File: src/rtl/rdy_pkg.sv
package rdy_pkg;
  typedef enum logic [1:0] {
    MODE_LEVEL = 2'b00,
    MODE_ERASE = 2'b01,
    MODE_PROG  = 2'b10,
    MODE_BOTH  = 2'b11
  } out_mode_e;

  typedef enum logic [1:0] {
    KIND_PROG  = 2'b00,
    KIND_ERASE = 2'b01,
    KIND_LOCK  = 2'b10,
    KIND_RSVD  = 2'b11
  } done_kind_e;

  function automatic logic kind_enabled(out_mode_e m, done_kind_e k);
    logic hit;
    case (m)
      MODE_ERASE: hit = (k == KIND_ERASE);
      MODE_PROG:  hit = (k == KIND_PROG);
      MODE_BOTH:  hit = (k == KIND_ERASE) || (k == KIND_PROG);
      default:    hit = 1'b0;
    endcase
    return hit;
  endfunction
endpackage

File: src/rtl/rdy_busy_eval.sv
module rdy_busy_eval (
  input  logic erase_busy,
  input  logic prog_busy,
  input  logic lock_busy,
  input  logic erase_susp,
  input  logic prog_susp,
  output logic busy_any
);
  logic erase_run;
  logic prog_run;

  always_comb begin
    erase_run = erase_busy && !erase_susp;
    prog_run  = prog_busy && !prog_susp;
    busy_any  = erase_run || prog_run || lock_busy;
  end
endmodule

File: src/rtl/rdy_mode_reg.sv
module rdy_mode_reg
  import rdy_pkg::*;
(
  input  logic      clk,
  input  logic      rst,
  input  logic      pd_n,
  input  logic      busy_any,
  input  logic      cfg_wr,
  input  out_mode_e cfg_mode,
  output out_mode_e mode_q
);
  out_mode_e pend_mode_q;
  logic      pend_q;

  always_ff @(posedge clk) begin
    if (rst || !pd_n) begin
      mode_q      <= MODE_LEVEL;
      pend_mode_q <= MODE_LEVEL;
      pend_q      <= 1'b0;
    end else if (cfg_wr) begin
      if (!busy_any) begin
        mode_q <= cfg_mode;
        pend_q <= 1'b0;
      end else begin
        pend_mode_q <= cfg_mode;
        pend_q      <= 1'b1;
      end
    end else if (pend_q && !busy_any) begin
      mode_q <= pend_mode_q;
      pend_q <= 1'b0;
    end
  end
endmodule

File: src/rtl/rdy_pulse_gen.sv
module rdy_pulse_gen #(
  parameter int PULSE_LEN = 2,
  localparam int CNT_W = $clog2(PULSE_LEN + 1)
) (
  input  logic clk,
  input  logic rst,
  input  logic pd_n,
  input  logic fire,
  output logic low_next
);
  localparam logic [CNT_W-1:0] LOAD = CNT_W'(PULSE_LEN);

  logic [CNT_W-1:0] cnt_q;
  logic [CNT_W-1:0] cnt_d;

  always_comb begin
    if (!pd_n)
      cnt_d = '0;
    else if (fire)
      cnt_d = LOAD;
    else if (cnt_q != '0)
      cnt_d = cnt_q - 1'b1;
    else
      cnt_d = '0;
    low_next = (cnt_d != '0);
  end

  always_ff @(posedge clk) begin
    if (rst)
      cnt_q <= '0;
    else
      cnt_q <= cnt_d;
  end
endmodule

File: src/rtl/rdy_pin_drv.sv
module rdy_pin_drv
  import rdy_pkg::*;
#(
  parameter int PULSE_LEN = 2
) (
  input  logic       clk,
  input  logic       rst,
  input  logic       pd_n,
  input  logic       erase_busy,
  input  logic       prog_busy,
  input  logic       lock_busy,
  input  logic       erase_susp,
  input  logic       prog_susp,
  input  logic       done_stb,
  input  logic [1:0] done_kind,
  input  logic       cfg_wr,
  input  logic [1:0] cfg_mode,
  output logic       ready_pin,
  output logic       stat_ready,
  output logic       stat_done
);
  logic      busy_any;
  out_mode_e mode_q;
  logic      fire;
  logic      low_next;

  rdy_busy_eval u_busy (
    .erase_busy (erase_busy),
    .prog_busy  (prog_busy),
    .lock_busy  (lock_busy),
    .erase_susp (erase_susp),
    .prog_susp  (prog_susp),
    .busy_any   (busy_any)
  );

  rdy_mode_reg u_mode (
    .clk      (clk),
    .rst      (rst),
    .pd_n     (pd_n),
    .busy_any (busy_any),
    .cfg_wr   (cfg_wr),
    .cfg_mode (out_mode_e'(cfg_mode)),
    .mode_q   (mode_q)
  );

  assign fire = done_stb && kind_enabled(mode_q, done_kind_e'(done_kind));

  rdy_pulse_gen #(.PULSE_LEN(PULSE_LEN)) u_pulse (
    .clk      (clk),
    .rst      (rst),
    .pd_n     (pd_n),
    .fire     (fire),
    .low_next (low_next)
  );

  always_ff @(posedge clk) begin
    if (rst || !pd_n) begin
      ready_pin  <= 1'b1;
      stat_ready <= 1'b0;
      stat_done  <= 1'b0;
    end else begin
      if (mode_q == MODE_LEVEL)
        ready_pin <= !busy_any;
      else
        ready_pin <= !low_next;
      stat_ready <= !busy_any;
      if (done_stb)
        stat_done <= 1'b1;
    end
  end
endmodule

File: config.mk
export PLATFORM = sky130hd
export DESIGN_NAME = rdy_pin_drv
export DESIGN_NICKNAME = d
export VERILOG_FILES = /design/src/rtl/rdy_pkg.sv /design/src/rtl/rdy_busy_eval.sv /design/src/rtl/rdy_mode_reg.sv /design/src/rtl/rdy_pulse_gen.sv /design/src/rtl/rdy_pin_drv.sv
export SDC_FILE = /design/constraint.sdc
export NUM_CORES = 1
export LEC_CHECK = 0
export BUFFER_PORTS_ARGS = -buffer_cell sky130_fd_sc_hd__buf_2
export CAP_MARGIN = 15
export CORE_AREA = 8 8 45 47
export DETAILED_ROUTE_END_ITERATION = 8
export DIE_AREA = 0 0 53 55
export HOLD_SLACK_MARGIN = 0.12
export PLACE_DENSITY = 0.57
export SLEW_MARGIN = 20
export SYNTH_ARGS = -nofsm -noshare
export SYNTH_HDL_FRONTEND = slang
export SYNTH_SLANG_ARGS = --single-unit
File: constraint.sdc
create_clock -name clk -period 1.4 [get_ports clk]
set_clock_uncertainty 0.05 [all_clocks]
set_input_delay 0.07 -clock clk [delete_from_list [all_inputs] [get_ports clk]]
set_output_delay 0.07 -clock clk [all_outputs]
set_load 0.1 [all_outputs]
Yosys cells after proc, flatten, opt, wreduce, memory -nomap -nowiden

Index checks and enable logic that the tools add are counted.

$add $sub $neg: 1
Eq/ne operators: 5
Mux-type cells: 11
Reductions and logical operators: 20

Operators by type and width:

| cell                                                                  | number |
|---|---|
| 2-bit 2-to-1 mux                                                      | 6 |
| 2-bit nonzero test                                                    | 3 |
| 1-bit zero test                                                       | 5 |
| 2-bit by 1-bit equality test with 1-bit output, second input constant | 2 |
| 2-bit equality test, second input constant                            | 2 |
| 1-bit logical AND                                                     | 4 |
| 2-bit zero test                                                       | 2 |
| 1-bit logical OR                                                      | 4 |
| 1-bit 2-to-1 mux                                                      | 4 |
| 2-bit AND reduction                                                   | 2 |
| 1-bit one-hot mux with 3 select lines                                 | 1 |
| 2-bit inequality test, second input constant                          | 1 |
| 2-bit by 1-bit subtractor with 2-bit output, second input constant    | 1 |

Bits in registers: 10
Bits of input ports: 14
Output and inout port bits: 3
Logic and storage cells: 44

Depth between registers and ports, before layout

Gate-level depths: netlist of run 1.

Depth in word-level cells: 9
Depth in mapped cells: 4
Gate-level depth less buffers: 3

Cells and area by module

Synthesis of run 1 repeated with hierarchy kept, for this count alone.

Cell total of the unflattened synthesis: 45
Area, all modules: 427.9 sq um

By module, submodules not included:

| module        | times used | cells an instance | area each (sq um) |
|---|---|---|---|
| rdy_mode_reg  | 1          | 23                | 216.5 |
| rdy_pin_drv   | 1          | 12                | 116.4 |
| rdy_pulse_gen | 1          | 7                 | 77.6 |
| rdy_busy_eval | 1          | 3                 | 17.5 |

Worst setup path before layout of run 1

OpenSTA, ideal clock, no wires.

Path kind: register -> register
From: register stat_done (netlist name)
To: register stat_done
Setup time: 66 ps
Data arrival time: 1127 ps
Required time: 1284 ps
Path slack: 157 ps
Stages on the path, launching flop included: 3
Buffers on the path: 0
Period minus slack after synthesis: 1243 ps
Path through: dfxtp_1 > nor2_1 > nor2_1

RTL lines:

| item                 | line              | RTL |
|---|---|---|
| to (signal assigned) | rdy_pin_drv.sv:60 | `stat_done <= 1'b0;` |
| to (signal assigned) | rdy_pin_drv.sv:68 | `stat_done <= 1'b1;` |
| to (decl)            | rdy_pin_drv.sv:20 | `output logic stat_done` |

Final worst setup path of run 1

From: input port rst
To: register stat_done

Cells in the longest elaborated chain, start to end: 1

RTL lines:

| item             | line              | RTL |
|---|---|---|
| from (decl)      | rdy_pin_drv.sv:7  | `input logic rst,` |
| 1-bit logical OR | rdy_pin_drv.sv:57 | `if (rst \|\| !pd_n) begin` |

No other way between the ends.
A chain may end at the register's enable or synchronous reset.

==> results.txt, run 1 <==
----------------------------------------------------
[Critical path]
  Critical path launch point type ... input port
  Highest net fanout along the worst path ... 5
  Endpoint kind of the worst setup timing path ... flop
  Critical path start-end classification ... input port to flop
  Worst Path Arrival ... 1.52 ns
  Internal reg-to-reg setup slack ... 0.24 ns
  Worst Path Required ... between 1.5 and 2 ns

[Timing]
  RSZ-0062 raised after global routing ... no
  Sum Neg Setup Slack ... 0 ns
  Final clock period utilization by the worst path ... 0.971
  Worst-margin pin slew ... between 0.4 and 0.5 ns
  Slew Limit Headroom ... 0.674
  Setup-violating endpoint count in the final report ... 0
  Fmax achieved ... about 740 MHz
  Number of max-slew violations in the final report ... 0
  Final number of hold-violating endpoints ... 0
  Minimum clock period ... 1.36 ns

[Power and ir drop]
  Pwr per Cell Area ... 1000 nW/um2
  Peak supply drop ... between 0.3 and 0.4 mV
  Leakage power figure ... 0.307 nW
  Total power after layout ... 0.000688 W

[Finish]
  Fill cell total of the finished layout ... 147
  Antenna diode instance count ... 0
  Area occupied by multi-input gates ... 251 um2
  Final Non-Filler Cells ... 90
  Post-layout util ... 0.495
  Layout area overhead ... 52.6%
  Register area ... 200 um2
  Share of cells above drive strength 1 ... 0.378
  Layout Nets ... between 80 and 90

[Synth]
  Cell area after synthesis ... between 400 and 500 um2
  Area fraction of the dominant cell type after synthesis ... 0.446
  Ys flop type ... sky130_fd_sc_hd__dfxtp_1
  Share of flip-flops with an asynchronous set or reset ... 0
  Synthesized area divided by synthesized cell count ... 9.98 um2
  Portion of the post-synthesis area used by sequential elements ... 0.446
  Flip-flop and latch count after synthesis ... 10
  Synth cell types ... 19
  EDFF count, synth ... 0
  Yosys warning count ... 0
  Post-synthesis cell type with the largest combined area ... sky130_fd_sc_hd__dfxtp_1
  Cells taking the most area after synthesis ... sky130_fd_sc_hd__dfxtp_1 (45%), sky130_fd_sc_hd__mux2i_1 (8.9%), sky130_fd_sc_hd__nand2_1 (7.5%)
  Synth Net Count ... 59
  Number of cells produced by synthesis ... 45

[Clock tree]
  Clock sink count ... 10
  Root buf cell ... sky130_fd_sc_hd__clkbuf_4
  Clock-pin slew on the worst setup and hold paths ... 0.07 ns
  TritonCTS clock tree ... done
  Insertion delay to the later sink of the worst-skew pair ... between 0.2 and 0.3 ns
  Clock buffer count from CTS ... 3
  H-tree lvl count ... 1
  Clk buf depth ... 2

[Route]
  Drt via density ... 4.61
  Routed Antenna Nets ... 0
  Starting DRT DRC Count ... 8
  Via total after detailed routing ... 415
  1st-pass router iterations ... 3
  Number of remaining DRC errors ... 0
  Detailed-route wire length ... 1.04 mm
  DR WL/cell ... 11.5 um

[Global route]
  First-pass GRT wire length ... 1.62 mm
  Maximum number of pins on one net before global-route repair ... 10
  Antenna violations before repair ... 0
  All-Layer GR Usage ... 0.0789
  Vias in the first global route ... 408
  Residual overflow from global routing ... 0

[Die]
  Horiz. Die Dim ... 53 um
  Number of top-level pins ... 17
  Row count ... 14
  Core box area ... 1380 um2
  Total die area ... 2920 um2
  Die span in y ... 55 um
  Initial Util ... 0.325

[Placed design]
  HPWL after detailed placement ... ~750 um
  Placed insts ... just under 80
  Count of buffers from port buffering ... 16
  RD Place Congestion ... 0.685

[Min path]
  Hold crit path type ... input port to flop

[Status]
  Run status ... finished clean

[Job]
  Max cap viols ... 0

----------------------------------------------------
final cells by class:
type	instances	area share
tap	16	0.0292
multi-input combinational	34	0.367
clock buffer	4	0.0529
sequential	10	0.292
timing repair buffer	26	0.259
placed cells by master, fill, tap and decap left out, types with 2 or more instances in the layout:
cell type                       netlist  routed
sky130_fd_sc_hd__nor2_1               5       5
sky130_fd_sc_hd__mux2i_1              4       4
sky130_fd_sc_hd__nand2_1              9       9
sky130_fd_sc_hd__nor3_1               2       2
sky130_fd_sc_hd__dlygate4sd3_1        0       9
sky130_fd_sc_hd__mux2_2               2       2
sky130_fd_sc_hd__buf_2                1      16
sky130_fd_sc_hd__dfxtp_1             10      10
sky130_fd_sc_hd__clkbuf_4             0       3
timing repair:
action | in CTS | in global routing
resized for setup | 0 | 1
endpoints found under the hold margin | 9 | 3
setup buffers | 0 | 0
hold buffers | 8 | 1
endpoints found under the setup margin | 0 | 1
worst max-delay path, stage by stage:
cell and delay, ns:
sky130_fd_sc_hd__dlygate4sd3_1 0.53, sky130_fd_sc_hd__buf_2 0.13, sky130_fd_sc_hd__nand2b_4 0.15, sky130_fd_sc_hd__nor2_1 0.10
sky130_fd_sc_hd__dlygate4sd3_1 0.55
state kept, by name, summed over array words and instances, names as in the netlist:
name	cells
stat_done	1
u_mode.pend_mode_q	2
stat_ready	1
ready_pin	1
u_pulse.cnt_q	2
u_mode.pend_q	1
u_mode.mode_q	2
worst paths after layout:
check / startpoint / to / cells past startpoint
worst max-delay path: rst / stat_done / 5
worst min register to register: u_mode.pend_mode_q[0] / u_mode.pend_mode_q[0] / 2
worst max register to register: stat_done / stat_done / 3
worst min-delay path: erase_busy / stat_ready / 3
report_power, final:
group,switching [W],internal [W],leakage (nW)
logic,0.0000674,0.0000575,0.204
registers,0.00000271,0.000292,0.0814
clock network,0.000110,0.000158,0.0210
cells in the mapped netlist, types with 2 or more instances:
master                     n
sky130_fd_sc_hd__nand2_1   9
sky130_fd_sc_hd__nor2_1    5
sky130_fd_sc_hd__mux2_2    2
sky130_fd_sc_hd__dfxtp_1  10
sky130_fd_sc_hd__nor3_1    2
sky130_fd_sc_hd__mux2i_1   4
per-stage QoR:
stage	cell area [um2]	setup WS [ns]	hold WS, ns
2_1_floorplan	449	0.157	0.0985
3_3_place_gp	552	0.359	0.264
3_5_place_dp	552	0.339	0.272
4_1_cts	668	0.0223	0.127
5_1_grt	686	0.0278	0.147
6_report	686	0.0400	0.126
cells by family (layout without fill, tap and decap cells):
logic type             Yosys count  in the layout  share of synthesized area
AOI/OAI and AO/OA                3              3                     0.0529
buffers and inverters            1             30                     0.0111
DFF                             10             10                      0.446
muxes                            7              7                      0.164
and+or+nand+nor                 24             24                      0.326
routing by layer:
layer	GRT usage	vias up	routed length, um
met1	0.0827	183	424
met3	0.0294	4	73
met2	0.113	12	500
met5	0	-	0
li1	-	216	-
met4	0.0905	0	38
No activity file was read; power rests on OpenSTA's default activity.
==> inputs of run 2 (changes only) <==
--- a/config.mk
+++ b/config.mk
@@ -8,6 +8,7 @@
 export BUFFER_PORTS_ARGS = -buffer_cell sky130_fd_sc_hd__buf_2
 export CAP_MARGIN = 15
 export CORE_AREA = 8 8 45 47
+export CTS_BUF_LIST = sky130_fd_sc_hd__clkbuf_2
 export DETAILED_ROUTE_END_ITERATION = 8
 export DIE_AREA = 0 0 53 55
 export HOLD_SLACK_MARGIN = 0.12
==> run 2 against run 1 <==
  * Total power shrank 17%
  * Utilization decreased by 3.3 points
  * Fmax grew 17%
  * Sequential power about the same
  * Wire length is 4.0% lower
  * Via count fell by 0.72%
  * Die area unchanged
  * Setup slack improved by 0.20 ns
  * Critical path type unchanged
==> results.txt, run 2 (same netlist as run 1, synthesis figures left out) <==
----------------------------------------------------
[Power and ir drop]
  Sw frac ... 0.291
  Leakage power figure ... 0.284 nW
  Peak supply drop ... 0.377 mV
  Pwr per Cell Area ... 895 nW/um2
  Gate power share ... 0.206
  Portion of total power attributed to sequential cells ... 0.514
  Switching Power ... 0.000167 W
  Relative contribution of the clock network to total power ... 0.280
  Cell internal pwr ... 0.000406 W
  Total power after layout ... 0.000573 W

[Timing]
  Sum Neg Setup Slack ... 0 ns
  RSZ-0062 raised after global routing ... no
  Final clock period utilization by the worst path ... 0.828
  Minimum clock period ... 1.16 ns
  Number of max-slew violations in the final report ... 0
  Final number of hold-violating endpoints ... 0
  Setup-violating endpoint count in the final report ... 0
  Slew Limit Headroom ... 0.674
  Worst-margin pin slew ... between 0.4 and 0.5 ns
  Fmax achieved ... 863 MHz

[Clock tree]
  Clk buf depth ... 2
  H-tree lvl count ... 1
  Root buf cell ... sky130_fd_sc_hd__clkbuf_2
  Post-CTS sizing ... 0
  Clock-pin slew on the worst setup and hold paths ... around 0.10 ns
  Clock buffer count from CTS ... 3
  Clock sink count ... 10
  Insertion delay to the later sink of the worst-skew pair ... 0.24 ns
  TritonCTS clock tree ... done

[Global route]
  Residual overflow from global routing ... 0
  Vias in the first global route ... 410
  All-Layer GR Usage ... 0.0756
  Antenna violations before repair ... 0
  First-pass GRT wire length ... 1.57 mm
  Maximum number of pins on one net before global-route repair ... 10

[Die]
  Total die area ... between 2000 and 3000 um2
  Horiz. Die Dim ... 53 um
  Initial Util ... 0.325
  Die span in y ... between 50 and 60 um
  Number of top-level pins ... 17
  Core box area ... 1380 um2
  Row count ... 14

[Critical path]
  Slowest Stage Delay on Critical Path ... 0.53 ns
  Worst Path Required ... 1.53 ns
  Family of cells with the greatest summed delay on the critical path ... buffers and inverters
  CP max-delay cell ... sky130_fd_sc_hd__dlygate4sd3_1
  Critical path launch point type ... input port
  Worst Path Arrival ... 1.29 ns
  Critical path start-end classification ... input port to flop
  Highest net fanout along the worst path ... 4
  Worst path cell trace ... dlygate4sd3_1 > buf_2 > nor4_4 > mux2i_1
  Crit path buffers/inverters ... 2
  Endpoint kind of the worst setup timing path ... flop

[Finish]
  Commonest non-fill, non-tap cell in the layout ... sky130_fd_sc_hd__buf_2
  Layout Nets ... 87
  Fill cell total of the finished layout ... 151
  Top library cells by usage in the layout, fill and taps aside ... sky130_fd_sc_hd__buf_2 (16), sky130_fd_sc_hd__dfxtp_1 (10), sky130_fd_sc_hd__nand2_1 (9)
  Layout area overhead ... 42.6%
  Largest registers ... u_mode.mode_q x2, u_mode.pend_mode_q x2, u_pulse.cnt_q x2
  Final Instance Area ... 641 um2
  Share of cells above drive strength 1 ... 0.361
  Antenna diode instance count ... 0

[Route]
  Detailed-route wire length ... 995 um
  Via total after detailed routing ... 412
  Number of remaining DRC errors ... 0
  Starting DRT DRC Count ... 8
  DR WL/cell ... ~11 um
  Drt via density ... roughly 4.7
  1st-pass router iterations ... 4
  Routed Antenna Nets ... 0

[Job]
  Max cap viols ... 0

[Placed design]
  RD Place Congestion ... just under 0.7
  Total placed instance area ... 552 um2
  Count of buffers from port buffering ... 16
  HPWL after detailed placement ... 751 um

[Status]
  Run status ... finished clean

[Min path]
  Hold crit path type ... input port to flop

----------------------------------------------------
-- run 2: cell types whose count changed in the layout (fill, tap and decap cells not counted), sizes merged --
cell,previous run,this run
dlygate4sd3,9,7
clkinv,0,1
clkbuf,4,3
-- run 2: worst paths after layout --
kind | startpoint | endpoint | slack [ns] | cells past startpoint
hold / removal | rst | u_pulse.cnt_q[1] | 0.15 | 3
hold reg to reg | u_mode.pend_mode_q[0] | u_mode.pend_mode_q[0] | 0.41 | 2
setup reg to reg | u_mode.mode_q[0] | ready_pin | 0.33 | 3
setup / recovery | lock_busy | u_mode.mode_q[1] | 0.24 | 4
-- run 2: final cells by class --
class / instances / area [um2] / area share
multi-input combinational: 34 / 244 / 0.381
sequential: 10 / 200 / 0.313
timing repair buffer: 24 / 158 / 0.246
tap: 16 / 20.0 / 0.0313
clock buffer: 3 / 15.0 / 0.0234
clock inverter: 1 / 3.75 / 0.00586
-- run 2: repair_timing --
action / CTS / global route
endpoints found under the setup margin: 0 / 0
buffers inserted: 0 / 0
hold buffers: 7 / 0
endpoints found under the hold margin: 9 / 0
-- run 2: through the flow --
step	worst slack [ns]	hold slack, ns	cells	util
after detailed placement	0.339	0.272	77	0.399
after global routing	0.179	0.148	88	0.463
after global placement	0.359	0.264	77	0.399
after CTS	0.239	0.130	88	0.463
after floorplan	0.157	0.0985	45	-
final	0.241	0.150	88	0.463
-- run 2: worst register-to-register path, delay by kind of cell, from the launching register on --
kind | cells | cell delay (ns)
muxes | 1 | 0.15
and+or+nand+nor | 1 | 0.09
DFF | 1 | 0.37
AOI/OAI and AO/OA | 1 | 0.32
-- run 2: per-layer routing --
metal / share of wire / vias to the layer above / track usage / routed length (um)
met5: 0 / - / 0 / 0
met4: 0.010 / 0 / 0.0776 / 10
met2: 0.49 / 10 / 0.115 / 492
li1: - / 213 / - / -
met3: 0.066 / 2 / 0.0294 / 66
met1: 0.43 / 187 / 0.0766 / 425
-- run 2: power by group through the flow --
stage               Sequential (W)  Combinational, W  Clock [W]
finish                    0.000295          0.000118   0.000160
global route              0.000296          0.000127   0.000190
CTS                       0.000295          0.000119   0.000174
detailed placement        0.000301          0.000104          0
global placement          0.000301          0.000103          0
floorplan                 0.000330         0.0000406          0
==> inputs of run 3 (changes only) <==
--- a/config.mk
+++ b/config.mk
@@ -12,7 +12,7 @@
 export DETAILED_ROUTE_END_ITERATION = 8
 export DIE_AREA = 0 0 53 55
 export HOLD_SLACK_MARGIN = 0.12
-export PLACE_DENSITY = 0.57
+export PLACE_DENSITY = 0.59
 export SLEW_MARGIN = 20
 export SYNTH_ARGS = -nofsm -noshare
 export SYNTH_HDL_FRONTEND = slang
==> constraint.sdc (replaced) <==
create_clock -name clk -period 1 [get_ports clk]
set_clock_uncertainty 0.05 [all_clocks]
set_input_delay 0.05 -clock clk [delete_from_list [all_inputs] [get_ports clk]]
set_output_delay 0.05 -clock clk [all_outputs]
set_load 0.1 [all_outputs]
==> run 3 against run 2 <==
  * The run now ends with hold timing, setup timing left
  * Largest cell class unchanged
  * Highest routed layer unchanged
  * Critical endpoint is now ready_pin
  * Cell count fell by 4.5%
  * Utilization rose by 1.9 points
  * Non-clock buffer count fell by 4
  * Critical path depth fell by 1
  * Combinational power rose by 48%
  * Clock power rose by 40%
  * Setup slack got worse by 0.25 ns
==> results.txt, run 3 (same netlist as run 1, synthesis figures left out) <==
----------------------------------------------------
[Critical path]
  Worst Path Arrival ... 1.10 ns
  Worst Path Required ... ~1.1 ns
  Highest net fanout along the worst path ... 3
  Critical path start-end classification ... flop to flop
  Worst path cell trace ... mux2_4 > nand3b_4 > a221o_1
  FF-to-FF path depth ... 3
  CP max-delay cell ... sky130_fd_sc_hd__dfxtp_2
  Critical path launch point type ... flop
  Endpoint kind of the worst setup timing path ... flop
  Slowest Stage Delay on Critical Path ... 0.35 ns

[Timing]
  Setup-violating endpoint count in the final report ... 1
  Number of max-slew violations in the final report ... 0
  Setup slack of the critical path after layout ... -0.00972 ns
  Hold slack ... -0.00585 ns
  Fmax achieved ... between 900 and 1000 MHz
  Worst-margin pin slew ... 0.558 ns
  Final number of hold-violating endpoints ... 1
  Final clock period utilization by the worst path ... 1.01
  Minimum clock period ... slightly above 1 ns
  RSZ-0062 raised after global routing ... yes
  Slew Limit Headroom ... 0.627
  Sum Neg Setup Slack ... -0.00972 ns

[Global route]
  Maximum number of pins on one net before global-route repair ... 10
  All-Layer GR Usage ... 0.0794
  Vias in the first global route ... 406
  Antenna violations before repair ... 0
  First-pass GRT wire length ... 1.65 mm
  Residual overflow from global routing ... 0

[Die]
  Initial Util ... 0.325
  Row count ... 14
  Total die area ... between 2000 and 3000 um2
  Core box area ... 1380 um2
  Number of top-level pins ... 17
  Horiz. Die Dim ... 53 um
  Die span in y ... 55 um

[Min path]
  Cell count of the worst hold path ... 2
  Hold crit path type ... input port to flop

[Clock tree]
  Cts hold-fix bufs ... 4
  Clock sink count ... 10
  Insertion delay to the later sink of the worst-skew pair ... ~0.25 ns
  Clock-pin slew on the worst setup and hold paths ... approximately 0.10 ns
  Root buf cell ... sky130_fd_sc_hd__clkbuf_2
  Clk buf depth ... 2
  Clock buffer count from CTS ... 3
  Number of setup buffers added after CTS ... 0
  TritonCTS clock tree ... done
  H-tree lvl count ... 1

[Status]
  Violations in the final reports ... hold timing, setup timing
  Run status ... complete, but fails checks

[Power and ir drop]
  Pwr per Cell Area ... 1220 nW/um2
  Leakage power figure ... 0.294 nW
  Peak supply drop ... between 0.5 and 0.6 mV

[Route]
  Starting DRT DRC Count ... 7
  Routed Antenna Nets ... 0
  DR WL/cell ... 11.8 um
  Drt via density ... 4.71
  Detailed-route wire length ... 989 um
  1st-pass router iterations ... 4
  Via total after detailed routing ... between 300 and 400
  Number of remaining DRC errors ... 0

[Finish]
  Post-layout util ... 0.482
  Area occupied by multi-input gates ... 256 um2
  Layout Nets ... 83
  Top library cells by usage in the layout, fill and taps aside ... sky130_fd_sc_hd__buf_2 (13), sky130_fd_sc_hd__nand2_1 (9), sky130_fd_sc_hd__nor2_1 (5), sky130_fd_sc_hd__dfxtp_2 (5), sky130_fd_sc_hd__dfxtp_1 (5)
  Share of cells above drive strength 1 ... 0.456
  Final Instance Area ... ~670 um2
  Largest registers ... u_mode.mode_q x2, u_mode.pend_mode_q x2, u_pulse.cnt_q x2
  Commonest non-fill, non-tap cell in the layout ... sky130_fd_sc_hd__buf_2
  Antenna diode instance count ... 0
  Layout area overhead ... 48.5%
  Register area ... about 210 um2
  Fill cell total of the finished layout ... roughly 130

[Placed design]
  Count of buffers from port buffering ... 16
  RD Place Congestion ... between 0.7 and 0.8
  HPWL after detailed placement ... 790 um
  Pre-CTS WS ... -0.0307 ns
  Total placed instance area ... 599 um2

[Job]
  Max cap viols ... 0

----------------------------------------------------
run 3: changes by cell type in the layout (fill, tap and decap cells not counted):
cell / change
sky130_fd_sc_hd__buf_12: +3
sky130_fd_sc_hd__buf_2: -3
sky130_fd_sc_hd__buf_4: -1
sky130_fd_sc_hd__dfxtp_1: -5
sky130_fd_sc_hd__dfxtp_2: +5
sky130_fd_sc_hd__dlygate4sd3_1: -3
sky130_fd_sc_hd__mux2_1: -1
sky130_fd_sc_hd__mux2_4: +1
sky130_fd_sc_hd__nand3b_2: -1
sky130_fd_sc_hd__nand3b_4: +1
run 3: area by class of cell:
type / count / area share
Clock buffer: 3 / 0.0225
Tap cell: 16 / 0.0300
Sequential cell: 10 / 0.310
Timing Repair Buffer: 20 / 0.248
Clock inverter: 1 / 0.00563
Multi-Input combinational cell: 34 / 0.385
run 3: timing repair:
action	CTS	global route
hold endpoints to repair	8	5
gates resized for setup	1	0
endpoints found under the setup margin	1	2
pin swaps	0	0
run 3: report_power, final:
part	internal (W)	total, W	switching, W	leakage (nW)
Clock	0.0000869	0.000224	0.000137	0.0140
Combinational	0.0000821	0.000175	0.0000925	0.197
Sequential	0.000410	0.000417	0.00000696	0.0829
run 3: metrics by stage:
stage / instances / power (W)
2_1_floorplan: 45 / 0.000522
3_3_place_gp: 76 / 0.000586
3_5_place_dp: 76 / 0.000588
4_1_cts: 84 / 0.000824
5_1_grt: 84 / 0.000870
6_report: 84 / 0.000816
run 3: path summary, 6_finish.rpt:
| kind | slack (ns) | end | startpoint |
|---|---|---|---|
| worst min-delay path | -0.006 | stat_ready | lock_busy |
| worst max-delay path | -0.01 | ready_pin | u_mode.mode_q[1] |
| worst max register to register | -0.01 | ready_pin | u_mode.mode_q[1] |
| worst min register to register | 0.41 | u_mode.pend_mode_q[1] | u_mode.pend_mode_q[1] |
run 3: worst max-delay path, delay by kind of cell (launching register included):
family / cells / cell delay (ns)
flops: 1 / 0.35
mux: 1 / 0.15
compound gates: 1 / 0.28
simple gates: 1 / 0.07
run 3: per-layer routing:
metal	share of wire	global-route usage	vias to the layer above
li1	-	-	202
met1	0.40	0.0794	179
met2	0.50	0.131	13
met3	0.078	0.0214	2
met4	0.027	0.0776	0
met5	0	0	-
